[src/rtl/sig_compactor.sv]
module sig_compactor #(
  parameter int unsigned NUM_GRP = 3,
  parameter int unsigned MISR_W  = 8,
  parameter int unsigned STATE_W = NUM_GRP * MISR_W,
  parameter logic [NUM_GRP*MISR_W-1:0] POLY    = {8'h4D, 8'h2B, 8'h1D},
  parameter logic [NUM_GRP*MISR_W-1:0] PAR_SEL = {8'hAA, 8'h0F, 8'hFF},
  parameter int unsigned BIT_MAP [NUM_GRP*MISR_W] = '{
    0, 3, 6, 9, 12, 15, 18, 21,
    1, 4, 7, 10, 13, 16, 19, 22,
    2, 5, 8, 11, 14, 17, 20, 23}
) (
  input  logic               clk,
  input  logic               rst_n,
  input  logic               en,
  input  logic               clr,
  input  logic [STATE_W-1:0] state_i,
  input  logic               scan_req,
  input  logic [NUM_GRP-1:0] scan_sel,
  output logic [NUM_GRP-1:0] grp_par,
  output logic               all_par,
  output logic               so_data,
  output logic               so_valid
);
  localparam int unsigned IW = NUM_GRP > 1 ? $clog2(NUM_GRP) : 1;
  localparam int unsigned BW = MISR_W > 1 ? $clog2(MISR_W) : 1;

  logic [NUM_GRP-1:0][MISR_W-1:0] sig, sig_nxt;
  logic               busy;
  logic [NUM_GRP-1:0] sel_q;
  logic [IW-1:0]      cur_g, first_g, next_g;
  logic [BW-1:0]      cur_b;
  logic               first_ok, next_ok;

  for (genvar g = 0; g < NUM_GRP; g++) begin : g_misr
    logic [MISR_W-1:0] in_v;
    for (genvar j = 0; j < MISR_W; j++) begin : g_tap
      assign in_v[j] = state_i[BIT_MAP[g*MISR_W+j]];
    end
    assign sig_nxt[g] = {sig[g][MISR_W-2:0], 1'b0}
                      ^ (sig[g][MISR_W-1] ? POLY[g*MISR_W +: MISR_W] : '0)
                      ^ in_v;
    assign grp_par[g] = ^(sig[g] & PAR_SEL[g*MISR_W +: MISR_W]);
  end

  assign all_par = ^grp_par;

  always_comb begin
    first_ok = 1'b0;
    first_g  = '0;
    next_ok  = 1'b0;
    next_g   = '0;
    for (int i = NUM_GRP - 1; i >= 0; i--) begin
      if (scan_sel[i]) begin
        first_ok = 1'b1;
        first_g  = IW'(i);
      end
      if (sel_q[i] && i > int'(cur_g)) begin
        next_ok = 1'b1;
        next_g  = IW'(i);
      end
    end
  end

  always_ff @(posedge clk or negedge rst_n) begin
    if (!rst_n) begin
      sig   <= '0;
      busy  <= 1'b0;
      sel_q <= '0;
      cur_g <= '0;
      cur_b <= '0;
    end else if (clr) begin
      sig  <= '0;
      busy <= 1'b0;
    end else begin
      if (en && !busy) sig <= sig_nxt;
      if (!busy) begin
        if (scan_req && first_ok) begin
          busy  <= 1'b1;
          sel_q <= scan_sel;
          cur_g <= first_g;
          cur_b <= '0;
        end
      end else if (cur_b == BW'(MISR_W - 1)) begin
        if (next_ok) begin
          cur_g <= next_g;
          cur_b <= '0;
        end else begin
          busy <= 1'b0;
        end
      end else begin
        cur_b <= cur_b + 1'b1;
      end
    end
  end

  assign so_valid = busy;
  assign so_data  = busy & sig[cur_g][BW'(MISR_W - 1) - cur_b];

endmodule

[config.mk]
export PLATFORM = sky130hd
export DESIGN_NAME = sig_compactor
export DESIGN_NICKNAME = d
export VERILOG_FILES = /design/src/rtl/sig_compactor.sv
export SDC_FILE = /design/constraint.sdc
export NUM_CORES = 1
export LEC_CHECK = 0
export BUFFER_PORTS_ARGS = -buffer_cell sky130_fd_sc_hd__buf_2
export CORE_AREA = 2 2 70 72
export DETAILED_ROUTE_END_ITERATION = 8
export DIE_AREA = 0 0 72 74
export GPL_ROUTABILITY_DRIVEN = 0
export PLACE_DENSITY_LB_ADDON = 0.12
export RECOVER_POWER = 100
export SETUP_SLACK_MARGIN = 0.05
export SKIP_CTS_REPAIR_TIMING = 1
export SYNTH_ARGS = -nofsm -noshare
export SYNTH_HDL_FRONTEND = slang
export SYNTH_SLANG_ARGS = --single-unit
export TNS_END_PERCENT = 20
[constraint.sdc]
create_clock -name clk -period 4.5 [get_ports clk]
set_input_delay 0 -clock clk [delete_from_list [all_inputs] [get_ports clk]]
set_output_delay 0 -clock clk [all_outputs]
set_load 0.01 [all_outputs]
==> impl_metrics.yaml, run 1 <==
critical_path:
  timing.critical_path.to_type: "flip-flop"
  critPathMaxStageDelay_ns: 1.52
  reg2reg_slack_ns: 1.85
  crit_path_max_fanout: 27
  worstPathCellList: "inv_1 > a21oi_1 > a22o_2"
  timing.critical_path.from: "so_valid"
  criticalPathCategory: "reg -> reg"
  cell_type_of_the_slowest_stage_on_the_worst_timing_path: "sky130_fd_sc_hd__a21oi_1"
  setup.worst_path.start_class: "flip-flop"
  r2r_end: "sig[8]"
  timing.critical_path.arrival_ns: 2.86
  worst_ep_required_time_ns: 4.71
  reg2reg_depth: 3
  r2r_start: "so_valid"
global_routing:
  grt_pass1_wl_microns: 7290
  vias_in_the_first_global_route: 1478
  maximum_number_of_pins_on_one_net_before_global_route_repair: 33
  global_route.usage.total_pct: 17.8
  grt_antenna_before_repair: 0
  globalRoute.totalOverflow: 0
floorplanning:
  start_util_pct: 43.4
  placement_rows: 25
  dieArea_sq_mm: 0.00533
  dieWidth_microns: 72
  core_sq_mm: 0.00460
  die_y_microns: 74
  io_pins: 38
detailed_routing:
  detailedRoute.firstIterationViolations: 83
  final_routed_drc_violation_total: 0
  top_layer_used: "met4"
  wirelength_met1_microns: 1980
  drt_first_pass_iters: 4
  route.final.wire_length_microns: 4190
  route.vias.total: 1415
  route.detailed.vias_per_inst: 5.24
  ant_nets: 0
  met3_wirelength_microns: 174
  route.met2.wl_microns: 1980
  route.detailed.wl_per_inst_microns: 15.5
synth:
  synth_top_cell_area_share_pct: 40.1
  synth.top_cells.by_area: "sky130_fd_sc_hd__dfrtp_1 (40%), sky130_fd_sc_hd__xnor2_1 (11%), sky130_fd_sc_hd__a22o_1 (8.8%), sky130_fd_sc_hd__xor2_1 (6.6%), sky130_fd_sc_hd__mux2i_1 (6.0%)"
  synth_top_family_by_area: "XOR/XNOR gates"
  yosys.area_share.simple_pct: 4.82
  synth.mux.area_fraction_pct: 8.27
  synth_compound_gate_area_share_pct: 18.0
  syn-mean-instance-area_sq_um: 11.1
  synth_xor_area_share_pct: 22.6
  synthAdderAreaFrac_pct: 1.25
  synth.most_common_cell: "sky130_fd_sc_hd__dfrtp_1"
  postSynthNetCount: 214
  synthesis.instances: 180
  synth.ff_latch_count: 32
  synth_commonest_cells: "sky130_fd_sc_hd__dfrtp_1 (32), sky130_fd_sc_hd__xnor2_1 (26), sky130_fd_sc_hd__a22o_1 (20)"
  ys_seq_area_share_pct: 40.1
  synth_enable_flop_cells: 0
  synth_async_sr_flop_share_pct: 100
  synth.yosys.warnings: 0
  synth_area_sq_mm: 0.00200
  synth_flop_cell: "sky130_fd_sc_hd__dfrtp_1"
  post_synth_num_cell_types: 42
  post_synth_top_area_cell: "sky130_fd_sc_hd__dfrtp_1"
sta:
  timing.clock.skew_ns: 0.00137
  final_layout_worst_hold_slack_ns: 0.00164
  fin_setup_tns_ns: 0
  worst-slew-pin-transition_ns: 2.04
  timing_hold_violations_final: 0
  pins_over_slew_limit: 61
  final_period_minus_worst_setup_slack_ns: 2.65
  setup_viol: 0
  setup_slack_ns: 1.85
  finalCritPeriodShare_pct: 58.9
  achievable-frequency_ghz: 0.377
  unrepaired_setup_endpoints_after_global_routing: "false"
  slew_headroom_pct: -36.3
clock_tree:
  clock_sinks: 32
  cts_made_buffers: 5
  clock_tree.htree_level_count: 2
  clkLatencyLatePin_ns: 0.27
  clk_pin_slew_worst_paths_ns: 0.06
  cts_root_buf: "sky130_fd_sc_hd__clkbuf_8"
  tritoncts: "yes"
  clockBufferDepth: 2
hold_path:
  min_from: "clr"
  min_path_cells: 2
  hold_end: "sig[5]"
  min_path_type: "in -> reg"
run_status:
  outcome: "finished with violations"
  failed_checks: "max-capacitance violations, max-slew violations"
power:
  vdd_ir_drop_max_uv: 207
  cellPowerDensity_mw_per_mm2: 402
  static-leakage-power_nw: 1.04
placement:
  post_dp_cell_area_sq_mm: 0.00219
  place.detailed.hpwl_microns: 3090
  placement.setup.worst_slack_ns: 2.48
  io_buffers: 37
final_layout:
  antenna-diode-count: 0
  syn2layout_area_growth_pct: 14.0
  final_nets: 250
  final_cell_area_sq_mm: 0.00228
  layout-drive-gt1-share_pct: 21.8
job:
  max_cap_violations: 2
==> worst max path at each step <==
| stage | to | slack [ns] | depth (start not counted) |
|---|---|---|---|
| after floorplan | cur_g[0] | 3.08 | 6 |
| after global placement | sig[8] | 2.55 | 3 |
| after detailed placement | sig[8] | 2.48 | 3 |
| after CTS | sig[8] | 2.46 | 3 |
| after global routing | sig[5] | 1.59 | 4 |
| final | sig[8] | 1.85 | 3 |
==> worst max-delay path, delay by kind of cell (launching register included) <==
family | cells | cell delay (ns)
buffers and inverters | 1 | 0.14
AO/OA/AOI/OAI | 2 | 1.88
flip-flops | 1 | 0.55
==> placed cells by master, fill, tap and decap left out, types with 3 or more instances in the layout <==
cell type                  count
sky130_fd_sc_hd__a22o_1       20
sky130_fd_sc_hd__inv_1        10
sky130_fd_sc_hd__clkbuf_8      7
sky130_fd_sc_hd__dfrtp_1      32
sky130_fd_sc_hd__nand2b_1      3
sky130_fd_sc_hd__xor2_1       16
sky130_fd_sc_hd__clkbuf_1      5
sky130_fd_sc_hd__xnor2_1      27
sky130_fd_sc_hd__mux2i_1      12
sky130_fd_sc_hd__buf_2        32
sky130_fd_sc_hd__o21ai_1       4
sky130_fd_sc_hd__o21ai_0       3
sky130_fd_sc_hd__o31ai_1       3
sky130_fd_sc_hd__nand2_1       6
==> flip-flops by register name, summed over array words and instances (netlist names) <==
register and flops:
sel_q 2, cur_g 2, so_valid 1, sig 24
cur_b 3
==> layer usage <==
layer	track usage (%)	vias up
li1	-	706
met1	24.1	670
met2	28.4	33
met3	4.07	6
met4	6.29	0
met5	0	-
==> stage by stage <==
stage	util (%)	instances	power (W)
5_1_grt	49.5	270	0.000979
4_1_cts	49.8	268	0.000938
6_report	49.5	270	0.000916
3_3_place_gp	47.7	261	0.000696
2_1_floorplan	-	180	0.000612
3_5_place_dp	47.7	261	0.000702
==> report_power, final <==
part	total [W]	leakage [nW]	internal, W	switching, W
clock	0.000232	0.0503	0.000136	0.0000964
sequential	0.000388	0.422	0.000324	0.0000635
combinational	0.000296	0.564	0.000153	0.000142
==> kinds of logic after synthesis <==
family / after synthesis
AO/OA/AOI/OAI: 45
XOR/XNOR: 46
adder cells (fa/ha/maj): 2
buffers and inverters: 21
flip-flops: 32
multiplexers: 15
AND/OR/NAND/NOR: 19
==> layout make-up <==
class | count | area (sq um)
well taps | 54 | 67.6
repair buffers | 39 | 199
fillers | 444 | 2320
clock buffers | 7 | 96.3
inverters | 11 | 41.3
flip-flops and latches | 32 | 801
multi-input cells | 127 | 1070
Note: power is estimated with default switching activity, not from simulation.
==> inputs of run 2 (changes only) <==
- clock period: 4.5 -> 2.15 ns (I/O delays scaled with it)
==> impl_metrics.yaml, run 2 (synthesis results as in run 1) <==
sta:
  slew_headroom_pct: 46.1
  fin_setup_tns_ns: 0
  achievable-frequency_ghz: 0.524
  timing.clock.skew_ns: 0.00486
  final_period_minus_worst_setup_slack_ns: 1.91
  worst-slew-pin-transition_ns: 0.809
  unrepaired_setup_endpoints_after_global_routing: "false"
  final_layout_worst_hold_slack_ns: -0.0144
  pins_over_slew_limit: 0
  timing_hold_violations_final: 2
  finalCritPeriodShare_pct: 88.7
  setup_viol: 0
final_layout:
  area_of_all_sequential_standard_cells_sq_um: 801
  fillerInstances: 441
  antenna-diode-count: 0
  multi_input_area_sq_mm: 0.00108
  final_nets: 253
  layout-drive-gt1-share_pct: 23.7
  post-route-util_pct: 50.4
  reg_top3: "sig (24), cur_b (3)"
  final_cell_area_sq_mm: 0.00232
  final_cell_mix: "sky130_fd_sc_hd__dfrtp_1 (32), sky130_fd_sc_hd__buf_2 (32), sky130_fd_sc_hd__xnor2_1 (27), sky130_fd_sc_hd__a22o_1 (20), sky130_fd_sc_hd__xor2_1 (16)"
  largest_reg_flops: 24
  largest-register: "sig"
  syn2layout_area_growth_pct: 16.0
critical_path:
  timing.critical_path.to_type: "primary output"
  worst_ep_required_time_ns: 2.15
  reg2reg_depth: 5
  timing.critical_path.arrival_ns: 1.91
  criticalPathCategory: "reg -> out"
  setup.worst_path.start_class: "flip-flop"
  crit_path_max_fanout: 6
clock_tree:
  tritoncts: "yes"
  clock_tree.htree_level_count: 2
  cts_made_buffers: 5
  cts_root_buf: "sky130_fd_sc_hd__clkbuf_8"
  clockBufferDepth: 2
  clkLatencyLatePin_ns: 0.29
  clk_pin_slew_worst_paths_ns: 0.07
  clock_sinks: 32
detailed_routing:
  detailedRoute.firstIterationViolations: 77
  ant_nets: 0
  route.vias.total: 1473
  route.detailed.vias_per_inst: 5.40
  route.final.wire_length_microns: 4440
  route.detailed.wl_per_inst_microns: 16.3
  final_routed_drc_violation_total: 0
  drt_first_pass_iters: 4
floorplanning:
  dieWidth_microns: 72
  start_util_pct: 43.4
  io_pins: 38
  dieArea_sq_mm: 0.00533
  placement_rows: 25
  die_y_microns: 74
  core_sq_mm: 0.00460
power:
  vdd_ir_drop_max_uv: 383
  static-leakage-power_nw: 1.06
  cellPowerDensity_mw_per_mm2: 847
job:
  max_cap_violations: 0
placement:
  place.detailed.hpwl_microns: 3250
  io_buffers: 37
  post_dp_cell_area_sq_mm: 0.00223
run_status:
  failed_checks: "negative hold slack"
  outcome: "finished with violations"
global_routing:
  globalRoute.totalOverflow: 0
  grt_antenna_before_repair: 0
  vias_in_the_first_global_route: 1538
  grt_pass1_wl_microns: 7410
  maximum_number_of_pins_on_one_net_before_global_route_repair: 33
  global_route.usage.total_pct: 18.5
hold_path:
  min_path_cells: 2
  min_path_type: "in -> reg"
run 2: cell types whose count changed in the layout (fill, tap and decap cells not counted), sizes merged:
| cell | previous run | this run |
|---|---|---|
| buf | 32 | 35 |
run 2: power by group:
part / leakage [nW] / internal [W] / switching [W]
clock: 0.0503 / 0.000285 / 0.000221
combinational: 0.586 / 0.000333 / 0.000328
sequential: 0.422 / 0.000679 / 0.000116
run 2: per-stage QoR:
step,std cells,hold WS (ns),setup WS [ns],total power (W)
2_1_floorplan,180,-0.296,0.731,0.00128
3_3_place_gp,264,0.0891,0.617,0.00147
3_5_place_dp,264,0.102,0.556,0.00149
4_1_cts,271,-0.192,0.329,0.00200
5_1_grt,273,0.00457,0.161,0.00207
6_report,273,-0.0144,0.243,0.00196
run 2: final timing paths:
kind	startpoint	endpoint	slack (ns)
max in group asynchronous	rst_n	sel_q[2]	1.31
min reg2reg	sel_q[1]	sel_q[1]	0.54
min in group asynchronous	rst_n	sig[8]	0.33
min	scan_sel[2]	sel_q[2]	-0.01
max	sig[23]	all_par	0.24
max reg2reg	so_valid	sig[17]	0.50
run 2: per-layer routing:
layer  share of wire (%)  up-vias  wire length [microns]  track usage [%]
met3                 4.4        7                    196             5.01
met5                   0        -                      0                0
met4                 1.9        0                     85             6.71
li1                    -      712                      -                -
met1                  48      714                   2130             24.4
met2                  46       40                   2030             29.6
run 2: layout make-up:
| class | count | share of cell area [%] |
|---|---|---|
| multi-input cells | 127 | 46.4 |
| flip-flops and latches | 32 | 34.6 |
| repair buffers | 42 | 10.2 |
| inverters | 11 | 1.78 |
| clock buffers | 7 | 4.16 |
| well taps | 54 | 2.92 |
run 2: critical path, stage by stage (launching register included):
cell and delay, ns:
sky130_fd_sc_hd__dfrtp_1 0.53, sky130_fd_sc_hd__xor2_4 0.25, sky130_fd_sc_hd__xnor2_1 0.35, sky130_fd_sc_hd__xnor2_1 0.18, sky130_fd_sc_hd__xnor2_1 0.14, sky130_fd_sc_hd__clkbuf_1 0.17
==> inputs of run 3 (changes only) <==
- clock period: 2.15 -> 2.3 ns (I/O delays scaled with it)
==> impl_metrics.yaml, run 3 (synthesis results as in run 1) <==
run_status:
  outcome: "finished with violations"
  failed_checks: "negative hold slack"
clock_tree:
  clkLatencyLatePin_ns: 0.28
  clockBufferDepth: 2
  cts_made_buffers: 5
  cts_root_buf: "sky130_fd_sc_hd__clkbuf_8"
  tritoncts: "yes"
  clk_pin_slew_worst_paths_ns: 0.07
  clock_sinks: 32
  clock_tree.htree_level_count: 2
sta:
  timing.clock.skew_ns: 0.00593
  achievable-frequency_ghz: 0.528
  worst-slew-pin-transition_ns: 0.839
  final_layout_worst_hold_slack_ns: -0.00513
  timing_hold_violations_final: 2
  setup_viol: 0
  slew_headroom_pct: 44.1
  setup_slack_ns: 0.404
  fin_setup_tns_ns: 0
  final_period_minus_worst_setup_slack_ns: 1.90
  pins_over_slew_limit: 0
  finalCritPeriodShare_pct: 82.4
  unrepaired_setup_endpoints_after_global_routing: "false"
global_routing:
  grt_pass1_wl_microns: 7310
  global_route.usage.total_pct: 17.9
  grt.met1_usage_pct: 25.1
  vias_in_the_first_global_route: 1492
  grt_antenna_before_repair: 0
  grt.met2_usage_pct: 28.3
  globalRoute.totalOverflow: 0
  grtUsageMet3_pct: 3.79
  grt_most_used_layer: "met2"
  maximum_number_of_pins_on_one_net_before_global_route_repair: 33
detailed_routing:
  drt_first_pass_iters: 4
  route.final.wire_length_microns: 4300
  detailedRoute.firstIterationViolations: 66
  final_routed_drc_violation_total: 0
  ant_nets: 0
  route.detailed.vias_per_inst: 5.40
  route.vias.total: 1473
  route.detailed.wl_per_inst_microns: 15.8
critical_path:
  setup.worst_path.start_class: "flip-flop"
  worstPathCellList: "xor2_4 > xnor2_1 > xnor2_1 > xnor2_1 > clkbuf_1"
  crit_path_max_fanout: 6
  cell_type_of_the_slowest_stage_on_the_worst_timing_path: "sky130_fd_sc_hd__dfrtp_1"
  timing.critical_path.to_type: "primary output"
  worst_path_dominant_cell_family: "XOR/XNOR gates"
  timing.critical_path.arrival_ns: 1.90
  worst_ep_required_time_ns: 2.30
  cp.buffers_inverters: 1
  reg2reg_slack_ns: 0.45
  critPathMaxStageDelay_ns: 0.52
  cpMostUsedCell: "sky130_fd_sc_hd__xnor2_1"
  criticalPathCategory: "reg -> out"
final_layout:
  antenna-diode-count: 0
  syn2layout_area_growth_pct: 16.2
  layout-drive-gt1-share_pct: 23.3
  layout.cells.non_filler: 273
  final_cell_mix: "sky130_fd_sc_hd__dfrtp_1 (32), sky130_fd_sc_hd__buf_2 (32), sky130_fd_sc_hd__xnor2_1 (27), sky130_fd_sc_hd__a22o_1 (20), sky130_fd_sc_hd__xor2_1 (15)"
  largest-register: "sig"
  largest_reg_flops: 24
  reg_top3: "sig (24), cur_b (3)"
  final_nets: 252
floorplanning:
  dieArea_sq_mm: 0.00533
  start_util_pct: 43.4
  placement_rows: 25
  core_sq_mm: 0.00460
  dieWidth_microns: 72
  io_pins: 38
  die_y_microns: 74
placement:
  post-place-cells: 264
  place.detailed.hpwl_microns: 3200
  placement.setup.worst_slack_ns: 0.733
  io_buffers: 37
power:
  cellPowerDensity_mw_per_mm2: 812
  post-layout-total-power_w: 0.00189
  static-leakage-power_nw: 1.06
  vdd_ir_drop_max_uv: 291
job:
  max_cap_violations: 0
hold_path:
  min_path_type: "in -> reg"
## run 3: cell count changes in the layout (fill, tap and decap cells not counted)
cell                            previous run  this run
sky130_fd_sc_hd__a21oi_1                   0         1
sky130_fd_sc_hd__xor2_2                    0         1
sky130_fd_sc_hd__clkbuf_8                  7         5
sky130_fd_sc_hd__dlygate4sd3_1             2         1
sky130_fd_sc_hd__xor2_1                   16        15
sky130_fd_sc_hd__clkinv_2                  0         1
sky130_fd_sc_hd__bufinv_16                 0         1
sky130_fd_sc_hd__clkbuf_1                  4         6
sky130_fd_sc_hd__a21oi_2                   1         0
sky130_fd_sc_hd__clkbuf_2                  1         0
## run 3: worst reg2reg max path, delay by kind of cell (launching register included)
family | cells | cell delay [ns]
buf+inv | 2 | 0.38
flops | 1 | 0.56
simple gates | 1 | 0.07
compound gates | 2 | 0.75
## run 3: final timing paths
path,startpoint,endpoint,cells after the start
worst max-delay path,sig[23],all_par,5
worst min-delay path,scan_sel[2],sel_q[2],2
worst max register to register,so_valid,sig[17],5
worst min register to register,sel_q[1],sel_q[1],1
max in group asynchronous,rst_n,sel_q[1],2
min in group asynchronous,rst_n,sig[3],2
## run 3: report_power, final
part           leakage (nW)  switching [W]  internal [W]  total, W
clock                0.0552       0.000210      0.000321  0.000531
combinational         0.579       0.000304      0.000307  0.000611
sequential            0.422       0.000109      0.000635  0.000743
## run 3: area by class of cell
cell class	instances	area, sq um
clock buffer	6	72.6
clock inverter	2	35.0
fill	446	2280
inverter	11	41.3
multi-input combinational	127	1080
sequential	32	801
tap	54	67.6
timing repair buffer	41	224
## run 3: per-stage QoR
stage	utilization, %	area [sq um]
after floorplan	-	2000
after CTS	50.8	2330
after global routing	50.5	2320
final	50.5	2320
after detailed placement	48.4	2230
after global placement	48.4	2230
## run 3: metal layers
metal	routed length [microns]	vias up
li1	-	712
met2	2000	38
met5	0	-
met3	202	4
met4	47	0
met1	2050	719
